$ cat config.mk
export PLATFORM = sky130hd
export DESIGN_NAME = diskReadSeq
export DESIGN_NICKNAME = d
export VERILOG_FILES = /design/src/rtl/drseq_pkg.sv /design/src/rtl/drseqControl.sv /design/src/rtl/drseqDatapath.sv /design/src/rtl/diskReadSeq.sv
export SDC_FILE = /design/constraint.sdc
export NUM_CORES = 1
export LEC_CHECK = 0
export ABC_AREA = 1
export ABC_CLOCK_PERIOD_IN_PS = 2400
export BUFFER_PORTS_ARGS = -buffer_cell sky130_fd_sc_hd__buf_4
export CAP_MARGIN = 20
export CORE_ASPECT_RATIO = 0.75
export CORE_MARGIN = 2
export CORE_UTILIZATION = 35
export DETAILED_ROUTE_END_ITERATION = 10
export PLACE_DENSITY = 0.6
export SKIP_CTS_REPAIR_TIMING = 1
export SLEW_MARGIN = 20
export SYNTH_ARGS = -nofsm -noshare
export SYNTH_HDL_FRONTEND = slang
export SYNTH_HIERARCHICAL = 1
export SYNTH_SLANG_ARGS = --single-unit
export TNS_END_PERCENT = 100
$ cat constraint.sdc
create_clock -name clk -period 2.4 [get_ports clk]
set_input_delay 0.72 -clock clk [delete_from_list [all_inputs] [get_ports clk]]
set_output_delay 0.72 -clock clk [all_outputs]
set_load 0.1 [all_outputs]
$ cat src/rtl/drseq_pkg.sv
package drseq_pkg;

  typedef enum logic [3:0] {
    S_IDLE, S_READY, S_FETCH, S_CHKPW, S_SECWAIT,
    S_SYNC, S_HDR, S_DATA, S_CRC, S_DRAIN
  } seqState_t;

  localparam int FLAG_N  = 8;
  localparam int F_DONE  = 0;
  localparam int F_FAULT = 1;
  localparam int F_NRDY  = 2;
  localparam int F_SEEK  = 3;
  localparam int F_PROG  = 4;
  localparam int F_ADDR  = 5;
  localparam int F_DATA  = 6;
  localparam int F_OVR   = 7;
  localparam logic [FLAG_N-1:0] OUTCOME_MASK = 8'hF5;

  // strobes from control to datapath
  typedef struct packed {
    logic              start;
    logic              fetch;
    logic              secWait;
    logic              clrIdx;
    logic              loadWords;
    logic              dataEn;
    logic              nextSector;
    logic              dropPending;
    logic              finish;
    logic [FLAG_N-1:0] setFlags;
  } seqCtl_t;

  // raw conditions from datapath to control
  typedef struct packed {
    logic paramLast;
    logic pwOk;
    logic secHit;
    logic hdrOk;
    logic timeout;
    logic lastWord;
    logic overrun;
    logic pending;
    logic lastSector;
  } seqStat_t;

endpackage

$ cat src/rtl/drseqControl.sv
module drseqControl
  import drseq_pkg::*;
(
  input  logic     clk,
  input  logic     rstN,
  input  logic     cmdStart,
  input  logic     driveReady,
  input  logic     syncFound,
  input  logic     wordValid,
  input  logic     crcStrobe,
  input  logic     crcMatch,
  input  seqStat_t stat,
  output seqCtl_t  ctl,
  output logic     busy
);

  seqState_t state, nxt;

  always_ff @(posedge clk) begin
    if (!rstN) state <= S_IDLE;
    else       state <= nxt;
  end

  assign busy = (state != S_IDLE);

  always_comb begin
    nxt = state;
    ctl = '0;
    unique case (state)
      S_IDLE: if (cmdStart) begin
        ctl.start = 1'b1;
        nxt = S_READY;
      end
      S_READY: if (driveReady) nxt = S_FETCH;
      else begin
        ctl.setFlags[F_NRDY] = 1'b1;
        ctl.finish = 1'b1;
        nxt = S_IDLE;
      end
      S_FETCH: begin
        ctl.fetch = 1'b1;
        if (stat.paramLast) nxt = S_CHKPW;
      end
      S_CHKPW: if (stat.pwOk) begin
        ctl.clrIdx = 1'b1;
        nxt = S_SECWAIT;
      end else begin
        ctl.setFlags[F_PROG] = 1'b1;
        ctl.finish = 1'b1;
        nxt = S_IDLE;
      end
      S_SECWAIT: begin
        ctl.secWait = 1'b1;
        if (stat.secHit) nxt = S_SYNC;
        else if (stat.timeout) begin
          ctl.setFlags[F_ADDR] = 1'b1;
          ctl.finish = 1'b1;
          nxt = S_IDLE;
        end
      end
      S_SYNC: if (syncFound) nxt = S_HDR;
      S_HDR: if (wordValid) begin
        if (stat.hdrOk) begin
          ctl.loadWords = 1'b1;
          nxt = S_DATA;
        end else begin
          ctl.setFlags[F_ADDR] = 1'b1;
          ctl.finish = 1'b1;
          nxt = S_IDLE;
        end
      end
      S_DATA: begin
        ctl.dataEn = 1'b1;
        if (stat.overrun) begin
          ctl.setFlags[F_OVR] = 1'b1;
          ctl.finish = 1'b1;
          ctl.dropPending = 1'b1;
          nxt = S_IDLE;
        end else if (stat.lastWord) nxt = S_CRC;
      end
      S_CRC: if (crcStrobe) begin
        if (crcMatch) nxt = S_DRAIN;
        else begin
          ctl.setFlags[F_DATA] = 1'b1;
          ctl.finish = 1'b1;
          ctl.dropPending = 1'b1;
          nxt = S_IDLE;
        end
      end
      S_DRAIN: if (!stat.pending) begin
        if (stat.lastSector) begin
          ctl.setFlags[F_DONE] = 1'b1;
          ctl.finish = 1'b1;
          nxt = S_IDLE;
        end else begin
          ctl.nextSector = 1'b1;
          ctl.clrIdx = 1'b1;
          nxt = S_SECWAIT;
        end
      end
      default: nxt = S_IDLE;
    endcase
  end

endmodule

$ cat src/rtl/drseqDatapath.sv
module drseqDatapath
  import drseq_pkg::*;
#(
  parameter int DATA_W = 16,
  parameter int WORDS_PER_SECTOR = 128,
  parameter int SEC_W = 8,
  parameter int DRIVE_W = 2,
  parameter logic [DATA_W-1:0] PASSWORD = 'hC35A
) (
  input  logic                clk,
  input  logic                rstN,
  input  seqCtl_t             ctl,
  output seqStat_t            stat,
  input  logic [DATA_W-1:0]   cmdPtr,
  input  logic [DRIVE_W-1:0]  cmdDrive,
  output logic [DRIVE_W-1:0]  driveSel,
  input  logic                statusRead,
  input  logic                faultIn,
  input  logic                seekDoneIn,
  input  logic                indexPulse,
  input  logic                sectorPulse,
  input  logic [SEC_W-1:0]    sectorNum,
  input  logic                wordValid,
  input  logic [DATA_W-1:0]   wordData,
  output logic                dmaReq,
  output logic                dmaWrite,
  output logic [DATA_W-1:0]   dmaAddr,
  output logic [DATA_W-1:0]   dmaWData,
  input  logic                dmaAck,
  input  logic [DATA_W-1:0]   dmaRData,
  output logic [FLAG_N-1:0]   status,
  output logic                irq
);

  localparam int CNT_W = $clog2(WORDS_PER_SECTOR + 1);
  localparam int PARAM_N = 4;
  localparam int IDX_W = $clog2(PARAM_N);

  logic [DATA_W-1:0] ptrR, hdrR, memAddr, blockLen, pwR, wbuf;
  logic [IDX_W-1:0]  fetchIdx;
  logic [CNT_W-1:0]  wordCnt;
  logic              idxSeen, pending;
  logic              accept, writeDone, overrunRaw;
  logic [FLAG_N-1:0] eventFlags;

  assign writeDone  = pending && dmaAck;
  assign overrunRaw = wordValid && pending && !dmaAck;
  assign accept     = ctl.dataEn && wordValid && !overrunRaw;

  assign stat.paramLast  = dmaAck && (fetchIdx == IDX_W'(PARAM_N - 1));
  assign stat.pwOk       = (pwR == PASSWORD);
  assign stat.secHit     = sectorPulse && (sectorNum == hdrR[SEC_W-1:0]);
  assign stat.timeout    = indexPulse && idxSeen;
  assign stat.hdrOk      = (wordData == hdrR);
  assign stat.overrun    = overrunRaw;
  assign stat.lastWord   = wordValid && !overrunRaw && (wordCnt == CNT_W'(1));
  assign stat.pending    = pending;
  assign stat.lastSector = (blockLen <= DATA_W'(1));

  assign dmaReq   = ctl.fetch || pending;
  assign dmaWrite = pending;
  assign dmaAddr  = pending ? memAddr : (ptrR + DATA_W'(fetchIdx));
  assign dmaWData = wbuf;

  always_comb begin
    eventFlags = ctl.setFlags;
    eventFlags[F_FAULT] = eventFlags[F_FAULT] | faultIn;
    eventFlags[F_SEEK]  = eventFlags[F_SEEK] | seekDoneIn;
  end

  always_ff @(posedge clk) begin
    if (!rstN) begin
      ptrR <= '0; hdrR <= '0; memAddr <= '0; blockLen <= '0; pwR <= '0;
      wbuf <= '0; fetchIdx <= '0; wordCnt <= '0; idxSeen <= 1'b0;
      pending <= 1'b0; driveSel <= '0; status <= '0; irq <= 1'b0;
    end else begin
      if (ctl.start) begin
        ptrR     <= cmdPtr;
        driveSel <= cmdDrive;
        fetchIdx <= '0;
      end
      if (ctl.fetch && dmaAck) begin
        fetchIdx <= fetchIdx + 1'b1;
        case (fetchIdx)
          IDX_W'(0): hdrR     <= dmaRData;
          IDX_W'(1): memAddr  <= dmaRData;
          IDX_W'(2): blockLen <= dmaRData;
          default:   pwR      <= dmaRData;
        endcase
      end
      if (ctl.clrIdx) idxSeen <= 1'b0;
      else if (ctl.secWait && indexPulse) idxSeen <= 1'b1;
      if (ctl.loadWords) wordCnt <= CNT_W'(WORDS_PER_SECTOR);
      if (writeDone) memAddr <= memAddr + 1'b1;
      if (ctl.dropPending) pending <= 1'b0;
      else if (accept) begin
        pending <= 1'b1;
        wbuf    <= wordData;
        wordCnt <= wordCnt - 1'b1;
      end else if (writeDone) pending <= 1'b0;
      if (ctl.nextSector) begin
        blockLen <= blockLen - 1'b1;
        hdrR[SEC_W-1:0] <= hdrR[SEC_W-1:0] + 1'b1;
      end
      status <= ((ctl.start || statusRead) ? '0 : status) | eventFlags;
      irq    <= ((ctl.start || statusRead) ? 1'b0 : irq) | ctl.finish | seekDoneIn;
    end
  end

endmodule

$ cat src/rtl/diskReadSeq.sv
module diskReadSeq
  import drseq_pkg::*;
#(
  parameter int DATA_W = 16,
  parameter int WORDS_PER_SECTOR = 128,
  parameter int SEC_W = 8,
  parameter int DRIVE_W = 2,
  parameter logic [DATA_W-1:0] PASSWORD = 'hC35A
) (
  input  logic               clk,
  input  logic               rstN,
  input  logic               cmdStart,
  input  logic [DATA_W-1:0]  cmdPtr,
  input  logic [DRIVE_W-1:0] cmdDrive,
  input  logic               statusRead,
  output logic [DRIVE_W-1:0] driveSel,
  input  logic               driveReady,
  input  logic               faultIn,
  input  logic               seekDoneIn,
  input  logic               indexPulse,
  input  logic               sectorPulse,
  input  logic [SEC_W-1:0]   sectorNum,
  input  logic               syncFound,
  input  logic               wordValid,
  input  logic [DATA_W-1:0]  wordData,
  input  logic               crcStrobe,
  input  logic               crcMatch,
  output logic               dmaReq,
  output logic               dmaWrite,
  output logic [DATA_W-1:0]  dmaAddr,
  output logic [DATA_W-1:0]  dmaWData,
  input  logic               dmaAck,
  input  logic [DATA_W-1:0]  dmaRData,
  output logic [7:0]         status,
  output logic               irq,
  output logic               busy
);

  seqCtl_t  ctl;
  seqStat_t stat;

  drseqControl u_ctrl (
    .clk(clk), .rstN(rstN), .cmdStart(cmdStart), .driveReady(driveReady),
    .syncFound(syncFound), .wordValid(wordValid), .crcStrobe(crcStrobe),
    .crcMatch(crcMatch), .stat(stat), .ctl(ctl), .busy(busy)
  );

  drseqDatapath #(
    .DATA_W(DATA_W), .WORDS_PER_SECTOR(WORDS_PER_SECTOR), .SEC_W(SEC_W),
    .DRIVE_W(DRIVE_W), .PASSWORD(PASSWORD)
  ) u_dp (
    .clk(clk), .rstN(rstN), .ctl(ctl), .stat(stat), .cmdPtr(cmdPtr),
    .cmdDrive(cmdDrive), .driveSel(driveSel), .statusRead(statusRead),
    .faultIn(faultIn), .seekDoneIn(seekDoneIn), .indexPulse(indexPulse),
    .sectorPulse(sectorPulse), .sectorNum(sectorNum), .wordValid(wordValid),
    .wordData(wordData), .dmaReq(dmaReq), .dmaWrite(dmaWrite),
    .dmaAddr(dmaAddr), .dmaWData(dmaWData), .dmaAck(dmaAck),
    .dmaRData(dmaRData), .status(status), .irq(irq)
  );

endmodule

==> flow_summary.yaml, run 1 <==
worst_setup_path:
  r2r_cells: 10
  worstSetupStartpointType: "flip-flop"
  critical_path_class: "flip-flop to primary output"
  crit_fanout: 4
  worstPathRequired_ns: 1.68
  cp.arrival_ns: 2.27
  cp-end-kind: "primary output"
  r2r_slack_ns: 0.21
placed_design:
  hpwl_microns: 17300
  dpl_cell_area_sq_um: 8760
  place.gp.congestion: 0.871
  port_buffers: 117
  place_ws_ns: -0.332
power:
  p_leak_nw: 4.30
  total_power_mw: 8.46
  p_sw_mw: 3.47
  ir_drop_mv: 0.512
  power_frac_comb_pct: 39.5
  pwr-share-seq_pct: 29.0
  switching_share_pct: 41.0
  p_int_mw: 4.99
  power.density_nw_per_um2: 871
  clockPowerShare_pct: 31.6
route:
  drtAntennaViolNets: 0
  drt_pass1_iterations: 8
  drtIter0Drc: 771
  vias_per_cell: 5.03
  drt-total-wl_microns: 23300
  drc: 3
  vias: 7636
  wire_per_inst_microns: 15.4
timing:
  hold_violations: 0
  tns_ns: -6.42
  post-route-min-period_ns: 2.99
  setup_violations: 15
  timing.final.ws_setup_ns: -0.589
  hold_ws_ns: 0.455
  tightest_slew_ns: 0.577
  rsz0062_at_grt: "yes"
  finClkSkew_ns: 0.0116
  finalCritPeriodShare_pct: 125
  finalMaxSlewViolations: 0
  clock.fmax_ghz: 0.335
  relSlewSlack_pct: 61.4
cts:
  cts_max_level: 4
  clk_path_buf_depth: 2
  cts_buffers: 17
  clock-sinks: 123
  cts_tree: "done"
  cts_root_buf: "clkbuf_16"
  cts.clk_slew.worst_paths_ns: 0.06
  clock_latency_ns: 0.42
grt:
  overflow: 0
  grt_pass1_vias: 6966
  grt_max_degree: 47
  antenna_found_initial: 0
  grt_pass1_wl_microns: 37300
  gr-usage-all-layers_pct: 22.1
layout:
  drive_gt1_share_pct: 24.6
  design_area_sq_um: 9710
  syn_to_final_growth_pct: 38.3
  num-nets-final: 1336
  n_antenna_cell: 0
  final_cell_mix: "210 x nand2_1, 169 x buf_4, 157 x nor2_1"
  final_common_cell: "nand2_1"
floorplan:
  die_h_microns: 127
  initial_utilization_pct: 36.0
  die_w_microns: 167
  rows: 44
  dieArea_sq_um: 21200
  fp.coreArea_sq_um: 19500
  pin_count: 118
logic_synthesis:
  synth.distinct_cells: 37
  netlist_instances: 1087
  ys_top_cells_by_area: "dfxtp_1 35%, nand2_1 12%, nor2_1 8.7%"
  syn_area_sq_um: 7020
  yosysTopAreaCell: "dfxtp_1"
  synth-warning-count: 6
  synth_top_area_share_pct: 35.1
  synth-seq-cells: 123
  seq_area_frac_synth_pct: 35.1
  syn_avg_cell_area_sq_um: 6.45
status:
  status: "finished with violations"
  violations: "design-rule violations, negative setup slack"
min_path:
  hp-class: "flip-flop to flip-flop"
  whs_path_depth: 2
run:
  cap_viol_max_count: 0
cells in the mapped netlist:
library cell,instances
o21ai_1,2
xor2_1,18
clkbuf_1,22
nand2_2,8
dfxtp_1,123
nor2_2,6
o2111ai_1,1
ha_1,12
a21oi_1,76
o31ai_1,1
nor2_1,163
nand3b_1,2
a31oi_1,19
nor2_4,8
clkinv_1,2
inv_2,9
o211ai_1,6
xnor2_1,7
a211oi_1,2
nor3_2,1
conb_1,1
inv_1,120
nand2_1,218
nand3_2,1
nor3_1,14
o22ai_1,8
a21o_1,1
o21ai_0,98
buf_4,5
buf_2,12
nand4_1,18
a221oi_1,1
nor4_1,5
fa_1,1
nand3_1,85
or2_2,9
buf_1,2
kinds of logic (layout without fill, tap and decap cells):
logic type / after synthesis / count (layout) / synth area share (%)
AND/OR/NAND/NOR: 538 / 538 / 33.3
AO/OA/AOI/OAI: 215 / 215 / 16.3
buffers and inverters: 172 / 348 / 9.68
flip-flops: 123 / 123 / 35.1
XOR/XNOR: 25 / 25 / 3.12
adder cells (fa/ha/maj): 13 / 13 / 2.43
other: 1 / 2 / 0.0535
power by group through the flow:
stage	Combinational (mW)	Clock [mW]	Sequential [mW]
finish	3.34	2.67	2.45
global route	3.55	2.83	2.48
CTS	3.04	2.73	2.43
detailed placement	3.03	0	2.47
global placement	3.01	0	2.47
floorplan	2.01	0	2.63
layer usage:
layer | routed length [microns] | vias up | share of wire (%) | global-route usage, %
li1 | - | 3871 | - | -
met1 | 12100 | 3500 | 52 | 34.4
met2 | 9170 | 245 | 39 | 30.4
met3 | 1760 | 20 | 7.5 | 5.18
met4 | 263 | 0 | 1.1 | 5.01
met5 | 0 | - | 0 | 0
through the flow:
stage / util (%) / std cells
6_report: 49.8 / 1517
5_1_grt: 49.8 / 1517
4_1_cts: 48.0 / 1512
3_5_place_dp: 45.0 / 1480
3_3_place_gp: 45.0 / 1480
2_1_floorplan: - / 1088
state kept, by name (all words and copies together) (netlist names):
register	count
u_dp/dmaWData	16
u_dp/hdrR	16
u_dp/dmaWrite	1
u_dp/driveSel	2
u_dp/irq	1
u_dp/pwR	16
u_dp/memAddr	16
u_dp/blockLen	16
u_dp/wordCnt	8
u_dp/idxSeen	1
u_ctrl/state	4
u_dp/status	8
u_dp/fetchIdx	2
u_dp/ptrR	16
worst max-delay path, stage by stage (launching register included):
cell	delay, ns
dfxtp_2	0.35
ha_4	0.13
inv_2	0.03
fa_2	0.35
nor2_4	0.15
nand3_4	0.10
nor2_4	0.14
nand2_4	0.08
xor2_2	0.16
o21ai_4	0.16
buf_12	0.19
final timing paths:
path                                   end                          start
max reg2reg  u_dp/blockLen[8]$_SDFFE_PN0P_  u_dp/blockLen[0]$_SDFFE_PN0P_
max                            dmaAddr[10]  u_dp/fetchIdx[0]$_SDFFE_PN0P_
min               u_dp/pwR[0]$_SDFFE_PN0P_       u_dp/pwR[0]$_SDFFE_PN0P_
min reg2reg       u_dp/pwR[0]$_SDFFE_PN0P_       u_dp/pwR[0]$_SDFFE_PN0P_
layout make-up:
class	instances	area, sq um
Timing Repair Buffer	185	1580
Inverter	131	497
Multi-Input combinational cell	793	4230
Fill cell	1973	9780
Clock buffer	18	429
Tap cell	253	317
Sequential cell	123	2480
Clock inverter	14	170
Power figures use the tool's default switching activity.
==> run 2, diff against run 1 <==
--- a/config.mk
+++ b/config.mk
@@ -14,4 +14,6 @@
 export CORE_UTILIZATION = 35
+export CTS_BUF_LIST = sky130_fd_sc_hd__clkbuf_2 sky130_fd_sc_hd__clkbuf_4 sky130_fd_sc_hd__clkbuf_8
 export DETAILED_ROUTE_END_ITERATION = 10
 export PLACE_DENSITY = 0.6
+export RECOVER_POWER = 25
 export SKIP_CTS_REPAIR_TIMING = 1
--- a/constraint.sdc
+++ b/constraint.sdc
@@ -3,2 +3,2 @@
 set_output_delay 0.72 -clock clk [all_outputs]
-set_load 0.1 [all_outputs]
+set_load 0.005 [all_outputs]
==> run 2 against run 1 <==
Compared with the run above:
- the run still ends with design-rule violations, negative setup slack left
- power down 25%
- non-clock buffer count is 9 lower
- hold slack improved by 0.0036 ns
- clock-buffer cell count increased by 2
- sequential power barely moved
- critical endpoint is now dmaAddr[12]
- combinational power fell by 45%
- routed wire length decreased by 4.0%
==> flow_summary.yaml, run 2 (synthesis gave the netlist of run 1 again) <==
timing:
  setup_violations: 22
  finClkSkew_ns: 0.0115
  post-route-min-period_ns: 2.98
  rsz0062_at_grt: "yes"
  hold_ws_ns: 0.458
  relSlewSlack_pct: 56.8
  clock.fmax_ghz: 0.335
  finalMaxSlewViolations: 0
  hold_violations: 0
  timing.final.ws_setup_ns: -0.585
  tightest_slew_ns: 0.646
  finalCritPeriodShare_pct: 124
route:
  vias: 7461
  vias_per_cell: 4.95
  drt_pass1_iterations: 9
  drtIter0Drc: 702
  wire_per_inst_microns: 14.9
  drtAntennaViolNets: 0
  drt-total-wl_microns: 22400
  drc: 5
worst_setup_path:
  crit_fanout: 4
  worstSetupStartpointType: "flip-flop"
  rr_endpoint: "u_dp/memAddr[10]$_SDFFE_PN0P_"
  critical_path_class: "flip-flop to primary output"
  worst_path_largest_cell_delay_ns: 0.41
  worstPathRequired_ns: 1.68
  cp_cell_sequence: "ha_4, inv_2, fa_2, nor2_4, nand3_4, nor2_4, nand2_2, o21ai_1, nand3_2, nand2_2, buf_6"
  cp_slowest_cell: "fa_2"
  cp-end-kind: "primary output"
  rr_startpoint: "u_ctrl/state[1]$_SDFFE_PN0P_"
  crit_family: "simple AND/OR/NAND/NOR gates"
  r2r_cells: 13
  timing.critical_path.buf_inv: 2
  r2r_slack_ns: -0.10
  startpoint: "u_dp/fetchIdx[0]$_SDFFE_PN0P_"
  cp.arrival_ns: 2.26
status:
  violations: "design-rule violations, negative setup slack"
  status: "finished with violations"
grt:
  gr-usage-all-layers_pct: 20.9
  antenna_found_initial: 0
  grt_max_degree: 68
  grt_pass1_wl_microns: 35200
  overflow: 0
  grt_pass1_vias: 6619
layout:
  syn_to_final_growth_pct: 28.4
  final_common_cell: "nand2_1"
  final_cell_mix: "214 x nand2_1, 162 x nor2_1, 144 x buf_4"
  drive_gt1_share_pct: 21.2
  n_antenna_cell: 0
  num-nets-final: 1327
power:
  total_power_mw: 6.36
  pwr-share-seq_pct: 38.4
  clockPowerShare_pct: 32.5
  p_int_mw: 4.21
  p_sw_mw: 2.15
  p_leak_nw: 4.04
  ir_drop_mv: 0.314
  power_frac_comb_pct: 29.1
  power.density_nw_per_um2: 706
  switching_share_pct: 33.8
placed_design:
  hpwl_microns: 16900
  place.gp.congestion: 0.860
  port_buffers: 117
min_path:
  hp-class: "flip-flop to flip-flop"
  whs_path_depth: 2
  holdPathEnd: "u_dp/pwR[0]$_SDFFE_PN0P_"
  hp-start: "u_dp/pwR[0]$_SDFFE_PN0P_"
floorplan:
  die_w_microns: 167
  pin_count: 118
  fp.coreArea_sq_um: 19500
  dieArea_sq_um: 21200
  rows: 44
  die_h_microns: 127
  initial_utilization_pct: 36.0
run:
  cap_viol_max_count: 0
cts:
  cts.clk_slew.worst_paths_ns: 0.08
  cts_buffers: 17
  clock-sinks: 123
  cts_max_level: 4
  cts_root_buf: "clkbuf_8"
  clk_path_buf_depth: 2
  clock_latency_ns: 0.45
  cts_tree: "done"
[run 2: cell count changes in the layout (fill, tap and decap cells not counted), moves of 4 or more]
cell,previous run,this run
clkbuf_4,0,24
clkbuf_8,0,19
buf_12,15,1
o21ai_1,3,7
buf_4,169,144
clkbuf_1,1,5
nor2_1,157,162
o21ai_0,85,91
dfxtp_1,115,119
clkbuf_16,17,0
o21ai_4,11,0
clkinv_4,5,1
nand2_1,210,214
[run 2: routing by layer]
layer	up-vias	track usage (%)	routed length [microns]
li1	3856	-	-
met1	3347	32.5	11800
met2	247	27.9	8640
met3	11	6.43	1830
met4	0	4.04	153
met5	-	0	0
[run 2: worst max path at each step]
stage	end	cells past startpoint
after floorplan	dmaAddr[10]	9
after global placement	dmaAddr[12]	12
after detailed placement	dmaAddr[12]	12
after CTS	dmaAddr[12]	12
after global routing	dmaAddr[12]	12
final	dmaAddr[12]	11
[run 2: layout make-up]
cell class / count / area [sq um]
clock buffers: 20 / 269
clock inverters: 11 / 168
fillers: 2103 / 10500
inverters: 131 / 495
multi-input cells: 793 / 3980
flip-flops and latches: 123 / 2470
well taps: 253 / 317
repair buffers: 176 / 1310
[run 2: worst min-delay path, stage by stage, from the launching register on]
cell and delay, ns:
dfxtp_1 0.30, inv_1 0.06, a21oi_1 0.06
[run 2: power groups by stage]
stage,clock network [mW],logic (mW),registers (mW)
6_report,2.06,1.85,2.44
5_1_grt,2.21,2.06,2.47
4_1_cts,2.12,1.83,2.42
3_5_place_dp,0,1.81,2.47
3_3_place_gp,0,1.81,2.47
2_1_floorplan,0,1.07,2.43
[run 2: metrics by stage]
| step | utilization [%] | instance area (sq um) | setup WS [ns] | setup TNS [ns] | std cells |
|---|---|---|---|---|---|
| after floorplan | - | 7030 | 0.0101 | 0 | 1088 |
| after global placement | 43.5 | 8480 | -0.153 | -0.410 | 1475 |
| after detailed placement | 43.5 | 8480 | -0.168 | -0.557 | 1475 |
| after CTS | 45.8 | 8920 | -0.661 | -6.63 | 1506 |
| after global routing | 46.2 | 9000 | -0.732 | -11.69 | 1507 |
| final | 46.2 | 9000 | -0.585 | -5.67 | 1507 |
==> run 3, diff against run 2 <==
- ABC_CLOCK_PERIOD_IN_PS: 2400 -> 2530
- CORE_UTILIZATION: 35 -> 45
- PLACE_DENSITY: 0.6 -> 0.73
- clock period: 2.4 -> 2.53 ns (I/O delays scaled with it)
==> run 3 against run 2 <==
Compared with the run above:
- the run ends with negative setup slack left
- via count increased by 2.7%
- clock-buffer cell count unchanged
- global-route usage increased by 4.5 points
- critical path depth increased by 1
- final area decreased by 2.4%
- utilization increased by 12 points
==> flow_summary.yaml, run 3 (synthesis gave the netlist of run 1 again) <==
status:
  status: "finished with violations"
  violations: "negative setup slack"
layout:
  syn_to_final_growth_pct: 25.3
  drive_gt1_share_pct: 19.8
  final_common_cell: "nand2_1"
  final_cell_mix: "214 x nand2_1, 162 x nor2_1, 130 x buf_4"
  n_antenna_cell: 0
  post-route-util_pct: 57.7
  num-nets-final: 1313
route:
  drtIter0Drc: 912
  drt_pass1_iterations: 6
  wire_per_inst_microns: 14.7
  vias_per_cell: 5.30
  drtAntennaViolNets: 0
  vias: 7659
  drc: 0
  drt-total-wl_microns: 21300
power:
  p_leak_nw: 3.92
  ir_drop_mv: 0.381
  total_power_mw: 5.85
  power.density_nw_per_um2: 666
worst_setup_path:
  critical_path_class: "flip-flop to primary output"
  cp_cell_sequence: "ha_4, inv_2, fa_2, nor2_4, nand3_2, nor2_4, nand2_2, nor2_1, nand2_1, nand3_1, nand2_1, buf_4"
  cp-end-kind: "primary output"
  path_depth: 12
  worst_path_largest_cell_delay_ns: 0.38
  worstPathRequired_ns: 1.77
  worstSetupStartpointType: "flip-flop"
  cp_slowest_cell: "fa_2"
  crit_family: "simple AND/OR/NAND/NOR gates"
  r2r_cells: 11
  cp.arrival_ns: 2.23
  crit_fanout: 4
  timing.critical_path.buf_inv: 2
timing:
  timing.final.ws_setup_ns: -0.460
  hold_ws_ns: 0.457
  finalCritPeriodShare_pct: 118
  rsz0062_at_grt: "yes"
  setup_violations: 19
  tns_ns: -4.54
  finClkSkew_ns: 0.0122
  tightest_slew_ns: 0.650
  post-route-min-period_ns: 2.99
  hold_violations: 0
  finalMaxSlewViolations: 0
  clock.fmax_ghz: 0.334
  relSlewSlack_pct: 56.7
grt:
  grt_pass1_vias: 6613
  grt_pass1_wl_microns: 33800
  gr-usage-all-layers_pct: 25.4
  grt_max_degree: 51
  antenna_found_initial: 0
  overflow: 0
min_path:
  whs_path_depth: 2
  hp-class: "flip-flop to flip-flop"
cts:
  cts.clk_slew.worst_paths_ns: 0.08
  clock_latency_ns: 0.45
  cts_tree: "done"
  cts_root_buf: "clkbuf_8"
  cts_buffers: 17
  clock-sinks: 123
  cts_max_level: 4
  clk_path_buf_depth: 2
floorplan:
  rows: 39
  fp.coreArea_sq_um: 15200
  die_h_microns: 112
  dieArea_sq_um: 16600
  initial_utilization_pct: 46.1
  pin_count: 118
  die_w_microns: 148
placed_design:
  place_ws_ns: -0.127
  port_buffers: 117
  hpwl_microns: 15700
  place.gp.congestion: 0.943
run:
  cap_viol_max_count: 0
run 3: cell types whose count changed in the layout (fill, tap and decap cells not counted), moves of 2 or more:
cell,change
o21ai_1,+3
o21ai_2,-2
clkinvlp_4,+3
clkbuf_1,-2
clkbuf_2,-2
clkinv_2,-2
nand3_1,+2
buf_4,-14
clkbuf_4,+2
run 3: per-layer routing:
metal | vias to the layer above | global-route usage [%] | part of all wire, %
met5 | - | 0 | 0
met4 | 0 | 6.67 | 1.0
met3 | 16 | 7.11 | 10
met2 | 369 | 34.6 | 40
met1 | 3444 | 38.8 | 49
li1 | 3830 | - | -
run 3: worst paths after layout:
path / startpoint / end / slack [ns]
setup / recovery: u_dp/fetchIdx[0]$_SDFFE_PN0P_ / dmaAddr[12] / -0.46
hold / removal: u_dp/pwR[7]$_SDFFE_PN0P_ / u_dp/pwR[7]$_SDFFE_PN0P_ / 0.46
setup reg to reg: u_ctrl/state[1]$_SDFFE_PN0P_ / u_dp/memAddr[12]$_SDFFE_PN0P_ / -0.05
hold reg to reg: u_dp/pwR[7]$_SDFFE_PN0P_ / u_dp/pwR[7]$_SDFFE_PN0P_ / 0.46
run 3: area by class of cell:
type	instances	area, sq um
Fill cell	1518	6440
Multi-Input combinational cell	793	3930
Sequential cell	123	2470
Timing Repair Buffer	161	1220
Inverter	131	499
Clock buffer	20	275
Tap cell	205	256
Clock inverter	10	143
Timing Repair inverter	1	5.00
run 3: power by group:
group / internal, mW / switching [mW] / leakage (nW)
sequential: 2.12 / 0.194 / 0.998
combinational: 0.693 / 0.996 / 2.72
clock: 1.04 / 0.803 / 0.199
run 3: worst register-to-register path: cells and delay by family (launching register included):
kind	cells	cell delay, ns
AO/OA/AOI/OAI	2	0.40
buffers and inverters	4	0.76
flip-flops	1	0.44
AND/OR/NAND/NOR	5	0.90
run 3: stage by stage:
| stage | instances | area, sq um |
|---|---|---|
| after floorplan | 1088 | 7020 |
| after global placement | 1404 | 8240 |
| after detailed placement | 1404 | 8240 |
| after CTS | 1434 | 8660 |
| after global routing | 1444 | 8790 |
| final | 1444 | 8790 |
